File: src/rtl/audclk_div_chain.sv
module audclk_div_chain #(
  parameter int MOD_W     = 8,
  parameter int FINE_W    = 4,
  parameter int PRE_RATIO = 8
) (
  input  logic              clk,
  input  logic              rst_n,
  input  logic              src_ext,
  input  logic              cfg_wr,
  input  logic [5:0]        cfg_fsel,
  input  logic              cfg_pre8,
  input  logic [MOD_W-1:0]  cfg_mod,
  input  logic [FINE_W-1:0] cfg_fine,
  input  logic              cfg_byp,
  input  logic              cfg_hpol,
  input  logic              cfg_spol,
  output logic              hck_en,
  output logic              sck_en
);
  localparam int PRE_W = $clog2(PRE_RATIO);
  localparam logic [PRE_W-1:0] PRE_LAST = PRE_W'(PRE_RATIO - 1);

  logic              pre8_r, byp_r, hpol_r, spol_r;
  logic [MOD_W-1:0]  mod_r, cm;
  logic [FINE_W-1:0] fine_r, cf;
  logic [PRE_W-1:0]  cp;
  logic              c2, hck_p, sck_p;

  logic byp_eff, t2, tp, tm, hck_tick, sck_tick;

  assign byp_eff  = byp_r & src_ext;
  assign t2       = c2;
  assign tp       = t2 & (~pre8_r | (cp == PRE_LAST));
  assign tm       = tp & (cm == mod_r);
  assign hck_tick = byp_eff | tm;
  assign sck_tick = hck_tick & (cf == fine_r);

  always_ff @(posedge clk) begin
    if (!rst_n) begin
      pre8_r <= 1'b0;
      mod_r  <= '0;
      fine_r <= '0;
      byp_r  <= 1'b0;
      hpol_r <= 1'b0;
      spol_r <= 1'b0;
      c2     <= 1'b0;
      cp     <= '0;
      cm     <= '0;
      cf     <= '0;
      hck_p  <= 1'b0;
      sck_p  <= 1'b0;
    end else if (cfg_wr) begin
      if (cfg_fsel[0]) pre8_r <= cfg_pre8;
      if (cfg_fsel[1]) mod_r  <= cfg_mod;
      if (cfg_fsel[2]) fine_r <= cfg_fine;
      if (cfg_fsel[3]) byp_r  <= cfg_byp;
      if (cfg_fsel[4]) hpol_r <= cfg_hpol;
      if (cfg_fsel[5]) spol_r <= cfg_spol;
      c2    <= 1'b0;
      cp    <= '0;
      cm    <= '0;
      cf    <= '0;
      hck_p <= 1'b0;
      sck_p <= 1'b0;
    end else begin
      c2 <= byp_eff ? 1'b0 : ~c2;
      if (!byp_eff && t2 && pre8_r)
        cp <= (cp == PRE_LAST) ? '0 : cp + 1'b1;
      if (!byp_eff && tp)
        cm <= tm ? '0 : cm + 1'b1;
      if (hck_tick)
        cf <= sck_tick ? '0 : cf + 1'b1;
      hck_p <= hck_tick;
      sck_p <= sck_tick;
    end
  end

  assign hck_en = hck_p ^ hpol_r;
  assign sck_en = sck_p ^ spol_r;
endmodule


File: config.mk
export PLATFORM = sky130hd
export DESIGN_NAME = audclk_div_chain
export DESIGN_NICKNAME = d
export VERILOG_FILES = /design/src/rtl/audclk_div_chain.sv
export SDC_FILE = /design/constraint.sdc
export NUM_CORES = 1
export LEC_CHECK = 0
export CORE_AREA = 5 5 61 63
export DETAILED_ROUTE_END_ITERATION = 10
export DIE_AREA = 0 0 66 68
export PLACE_DENSITY_LB_ADDON = 0.15
export REMOVE_ABC_BUFFERS = 1
export SLEW_MARGIN = 10
export SYNTH_ARGS = -nofsm -noshare
export SYNTH_HDL_FRONTEND = slang
export SYNTH_SLANG_ARGS = --single-unit
File: constraint.sdc
create_clock -name clk -period 3.9 [get_ports clk]
set_clock_uncertainty 0.05 [all_clocks]
set_input_delay 0.78 -clock clk [delete_from_list [all_inputs] [get_ports clk]]
set_output_delay 0.78 -clock clk [all_outputs]
set_load 0.01 [all_outputs]
==> results.json, run 1 <==
{
  "reg2reg_to": "cf[3]",
  "track_usage_pct": 15.51,
  "cts_resized": 0,
  "rsz0062_at_grt": "no",
  "holdPathEnd": "c2",
  "post_cts_buffers": 0,
  "nets": 240,
  "maxCapViolCount": 0,
  "min_path_cells": 1,
  "critPathMaxFanout": 6,
  "fin_crit_sh_pct": 59.28,
  "cp.arrival_ps": 2480,
  "first_iter_violations": 41,
  "clock_latency_ps": 330,
  "grt_pass1_wl_um": 5223,
  "postRouteAntennaNets": 0,
  "max_slew_margin_pct": 41.80,
  "drive_gt1_share_pct": 6.161,
  "tightest_slew_ps": 865.0,
  "leakage_nw": 0.7971,
  "synth.avg_cell_area_um2": 8.842,
  "synth-seq-area-share_pct": 43.00,
  "die_y_um": 68,
  "clock-sinks": 34,
  "die_w_um": 66,
  "num_rows": 21,
  "area_delta_synth_final_pct": 25.45,
  "pwr_density_cell_nw_per_um2": 345.3,
  "diodes": 0,
  "syn_area_um2": 1583,
  "wire_per_inst_um": 11.75,
  "first_pass_iters": 4,
  "synth_seq_cells": 34,
  "synth_cell_type_count": 28,
  "via_per_inst": 5.058,
  "cts_tree": "yes",
  "die_area_um2": 4488,
  "fillCellCount": 278,
  "crit_type": "input pin to flop",
  "grt-ovfl-total": 0,
  "clockRootBuffer": "clkbuf_4",
  "place.gp.congestion": 0.8743,
  "cp-start-kind": "input pin",
  "cts_made_buffers": 5,
  "grt_max_degree": 24,
  "clock_path_buffers": 2,
  "clk_pin_slew_worst_paths_ps": 100,
  "timing.rr.start": "cp[0]",
  "max_clock_freq_ghz": 0.4325,
  "place_inst": 249,
  "drt_wl_total_um": 3021,
  "start_util_pct": 49.78,
  "cts_hold_buf": 0,
  "port_buffers": 27,
  "min_path_type": "flop to flop",
  "slew_violations": 0,
  "peakVddDrop_uv": 204.9,
  "rrSetupSlack_ps": 1840,
  "grt_pass1_vias": 1288,
  "vias": 1300,
  "end_kind": "flop",
  "tns_ps": 0,
  "hold_ws_ps": 391.5,
  "outcome": "finished clean",
  "period_minus_slack_ps": 2312,
  "setup_viol": 0,
  "final-hold-violation-count": 0,
  "netlist_instances": 179,
  "coreArea_um2": 3179,
  "drc_errors": 0,
  "hpwlAfterDp_um": 2334,
  "instances_no_fill": 257,
  "rr_worst_depth": 7,
  "synth_warnings": 0,
  "antenna_found_initial": 0,
  "h-tree-depth": 2,
  "cp.required_ps": 4060,
  "min_from": "c2",
  "io_pins": 28
}
[metrics by stage]
| stage | setup WS [ps] | total power, mW | area (um2) | util [%] |
|---|---|---|---|---|
| 6_report | 1588 | 0.6856 | 1986 | 62.46 |
| 5_1_grt | 1502 | 0.7190 | 1986 | 62.46 |
| 3_5_place_dp | 1295 | 0.4562 | 1907 | 59.98 |
| 4_1_cts | 1633 | 0.6952 | 1986 | 62.46 |
| 2_1_floorplan | 2009 | 0.4104 | 1564 | - |
| 3_3_place_gp | 1423 | 0.4539 | 1907 | 59.98 |
[sequential cells by signal (all words and copies together), names as in the netlist, 3 cells and up]
register and flops:
fine_r 4, cp 3, cm 8, cf 4, mod_r 8
[kinds of logic after synthesis]
family          count (synthesis)  share of synthesized area, %
simple gates                   83                         26.40
flops                          34                         43.00
compound gates                 28                         12.49
xor+xnor                       21                         11.62
buf+inv                         6                         1.423
fa+ha+maj                       4                         3.162
mux                             3                         1.897
[cells in the mapped netlist]
cell	instances	area, um2
a21boi_0	17	127.6
a21oi_1	5	25.02
a31oi_1	1	6.260
a31oi_2	1	12.51
a41o_1	1	10.01
and2_1	4	25.02
clkbuf_1	5	18.77
dfxtp_1	34	680.7
ha_1	4	50.05
inv_1	1	3.750
mux2i_1	3	30.03
nand2_1	28	105.1
nand2b_1	2	12.51
nand3_1	19	95.09
nand4_1	3	18.77
nor2_1	17	63.81
nor2b_1	1	6.260
nor3_1	2	10.01
nor4_1	1	6.260
nor4_4	2	42.54
o21ai_0	2	10.01
o22ai_1	1	6.260
or3_1	1	6.260
or3b_1	1	8.760
or4_1	1	7.510
or4b_1	1	10.01
xnor2_1	4	35.03
xor2_1	17	148.9
[worst max-delay path: stages]
cell	delay, ps
clkdlybuf4s50_1	410
a21boi_0	590
nand4_1	290
nor2_1	210
xnor2_1	140
nor2_1	60
[placed cells by master, fill, tap and decap left out, drive strengths merged]
| cell | instances |
|---|---|
| a21boi | 17 |
| a21oi | 5 |
| a31oi | 2 |
| a41o | 1 |
| and2 | 4 |
| buf | 2 |
| clkbuf | 8 |
| clkdlybuf4s50 | 27 |
| dfxtp | 34 |
| ha | 4 |
| inv | 1 |
| mux2i | 3 |
| nand2 | 28 |
| nand2b | 2 |
| nand3 | 19 |
| nand4 | 3 |
| nor2 | 17 |
| nor2b | 1 |
| nor3 | 2 |
| nor4 | 3 |
| o21ai | 2 |
| o22ai | 1 |
| or3 | 1 |
| or3b | 1 |
| or4 | 1 |
| or4b | 1 |
| xnor2 | 4 |
| xor2 | 17 |
[worst max-delay path by stage]
stage | from | to | slack (ps)
3_5_place_dp | src_ext | cm[5] | 1290
2_1_floorplan | src_ext | cm[5] | 2010
3_3_place_gp | src_ext | cm[6] | 1420
6_report | src_ext | cm[5] | 1590
4_1_cts | src_ext | cm[5] | 1630
5_1_grt | src_ext | cm[7] | 1500
[layer usage]
metal	track usage [%]	wire, um
met1	16.31	1360
met2	27.66	1457
met3	6.732	160
met4	5.584	42
met5	0	0
[area by class of cell]
type / instances / area [um2] / area share, %
multi-input cells: 139 / 879.6 / 44.30
flip-flops and latches: 34 / 680.7 / 34.28
repair buffers: 29 / 285.3 / 14.37
clock buffers: 8 / 78.83 / 3.970
well taps: 46 / 57.56 / 2.899
inverters: 1 / 3.754 / 0.1890
[report_power, final]
| group | switching [mW] | internal (mW) | total (mW) |
|---|---|---|---|
| clock | 0.116 | 0.123 | 0.239 |
| sequential | 0.00633 | 0.356 | 0.363 |
| combinational | 0.0382 | 0.0459 | 0.0841 |
No activity file was read; power rests on OpenSTA's default activity.
==> inputs of run 2 (changes only) <==
--- a/config.mk
+++ b/config.mk
@@ -5,9 +5,9 @@
 export SDC_FILE = /design/constraint.sdc
 export NUM_CORES = 1
 export LEC_CHECK = 0
-export CORE_AREA = 5 5 61 63
+export CORE_AREA = 5 5 62 64
 export DETAILED_ROUTE_END_ITERATION = 10
-export DIE_AREA = 0 0 66 68
+export DIE_AREA = 0 0 67 69
 export PLACE_DENSITY_LB_ADDON = 0.15
 export REMOVE_ABC_BUFFERS = 1
 export SLEW_MARGIN = 10
==> constraint.sdc (replaced) <==
create_clock -name clk -period 2.3 [get_ports clk]
set_clock_uncertainty 0.05 [all_clocks]
set_input_delay 0.46 -clock clk [delete_from_list [all_inputs] [get_ports clk]]
set_output_delay 0.46 -clock clk [all_outputs]
set_load 0.01 [all_outputs]
==> run 2 against run 1 <==
Count of clock-buffer cells in the layout is the same. Critical path depth increased by 1. Final cell count rose by 1.2%. Sequential power rose by 69%. Via count barely moved. Sequential cell count unchanged. Power grew 71%. Critical path type is now flop to flop.
==> results.json, run 2 (same netlist as run 1, synthesis figures left out) <==
{
  "wire_per_inst_um": 12.37,
  "preCtsSetupSlack_ps": 230.3,
  "num_rows": 21,
  "pwr_density_cell_nw_per_um2": 583.2,
  "cp.required_ps": 2510,
  "fillCellCount": 271,
  "grt_use_met2_pct": 25.33,
  "die_y_um": 69,
  "reg2reg_to": "cf[2]",
  "ff_latch_area_um2": 680.7,
  "port_buffers": 27,
  "cts_hold_buf": 0,
  "timing.rr.start": "cp[0]",
  "coreArea_um2": 3232,
  "area_delta_synth_final_pct": 26.88,
  "postRouteAntennaNets": 0,
  "cp-start-kind": "flop",
  "cts_resized": 0,
  "tns_ps": 0,
  "post_cts_buffers": 0,
  "cts_made_buffers": 5,
  "via_per_inst": 4.996,
  "holdPathEnd": "c2",
  "slew_violations": 0,
  "final-hold-violation-count": 0,
  "min_from": "c2",
  "clock-sinks": 34,
  "grt_pass1_wl_um": 5727,
  "antenna_found_initial": 0,
  "clk_pin_slew_worst_paths_ps": 100,
  "reg_top3": "cm: 8 flops, mod_r: 8 flops",
  "grt-busiest-layer": "met2",
  "start_util_pct": 48.97,
  "drt_wl_total_um": 3215,
  "io_pins": 28,
  "cts_tree": "yes",
  "vias": 1299,
  "max_clock_freq_ghz": 0.4760,
  "grt_pass1_vias": 1339,
  "h-tree-depth": 2,
  "rsz0062_at_grt": "no",
  "outcome": "finished clean",
  "maxCapViolCount": 0,
  "clock_latency_ps": 330,
  "die_w_um": 67,
  "clock_path_buffers": 2,
  "rr_worst_depth": 7,
  "clockRootBuffer": "clkbuf_4",
  "setup_viol": 0,
  "grt-ovfl-total": 0,
  "period_minus_slack_ps": 2101,
  "track_usage_pct": 16.05,
  "met1_usage_pct": 19.29,
  "final_common_cell": "dfxtp_1",
  "drc_errors": 0,
  "min_path_type": "flop to flop",
  "nets": 243,
  "met3_usage_pct": 6.006,
  "peakVddDrop_uv": 442.3,
  "first_iter_violations": 42,
  "leakage_nw": 0.8114,
  "layout_setup_ws_ps": 199.3,
  "rrSetupSlack_ps": 200,
  "cp.arrival_ps": 2310,
  "crit_type": "flop to flop",
  "drive_gt1_share_pct": 7.477,
  "tightest_slew_ps": 322.3,
  "min_path_cells": 1,
  "multiInputGateArea_um2": 879.6,
  "first_pass_iters": 4,
  "diodes": 0,
  "end_kind": "flop",
  "die_area_um2": 4623,
  "place.gp.congestion": 0.7742,
  "grt_max_degree": 23,
  "critPathMaxFanout": 7,
  "fin_crit_sh_pct": 91.33,
  "hpwlAfterDp_um": 2552,
  "mostFrequentLayoutCells": "dfxtp_1 (34), nand2_1 (28), clkdlybuf4s50_1 (27), nand3_1 (19)",
  "max_slew_margin_pct": 78.35
}
## run 2: changes by cell type in the layout (fill, tap and decap cells not counted), sizes merged
cell	change
buf	+3
## run 2: critical path: stages (launching register included)
cell and delay, ps:
dfxtp_1 370, ha_1 170, ha_1 160, nand2b_1 220
and2_1 220, a31oi_2 160, or4b_1 500, a21oi_1 170
## run 2: how the worst max path moves through the flow
stage | startpoint | end | slack [ps] | cells after the start
after CTS | cp[0] | cf[2] | 200 | 7
after detailed placement | cp[0] | cf[2] | 230 | 7
final | cp[0] | cf[2] | 200 | 7
after global routing | cp[0] | cf[2] | 60 | 7
after floorplan | cp[0] | cf[3] | 450 | 7
after global placement | src_ext | cf[3] | 310 | 5
## run 2: routing by layer
layer  routed length, um  share of wire [%]
met1                1437                 45
met2                1556                 48
met3                 162                5.0
met4                  58                1.8
met5                   0                  0
## run 2: area by class of cell
type	count	area share, %
multi-input combinational	139	43.80
tap	46	2.866
timing repair buffer	32	15.33
inverter	1	0.1869
sequential	34	33.89
clock buffer	8	3.925
## run 2: through the flow
step	instances	hold WS, ps	total power [mW]	instance area [um2]	util (%)
after floorplan	174	359.2	0.6958	1564	-
after global placement	252	385.9	0.7760	1929	59.70
after detailed placement	252	389.5	0.7828	1929	59.70
after CTS	260	406.1	1.187	2008	62.14
after global routing	260	435.6	1.230	2008	62.14
final	260	406.7	1.171	2008	62.14
## run 2: power breakdown
part	switching [mW]	internal, mW
Clock	0.194	0.209
Sequential	0.0109	0.604
Combinational	0.0698	0.0833
Total	0.275	0.897
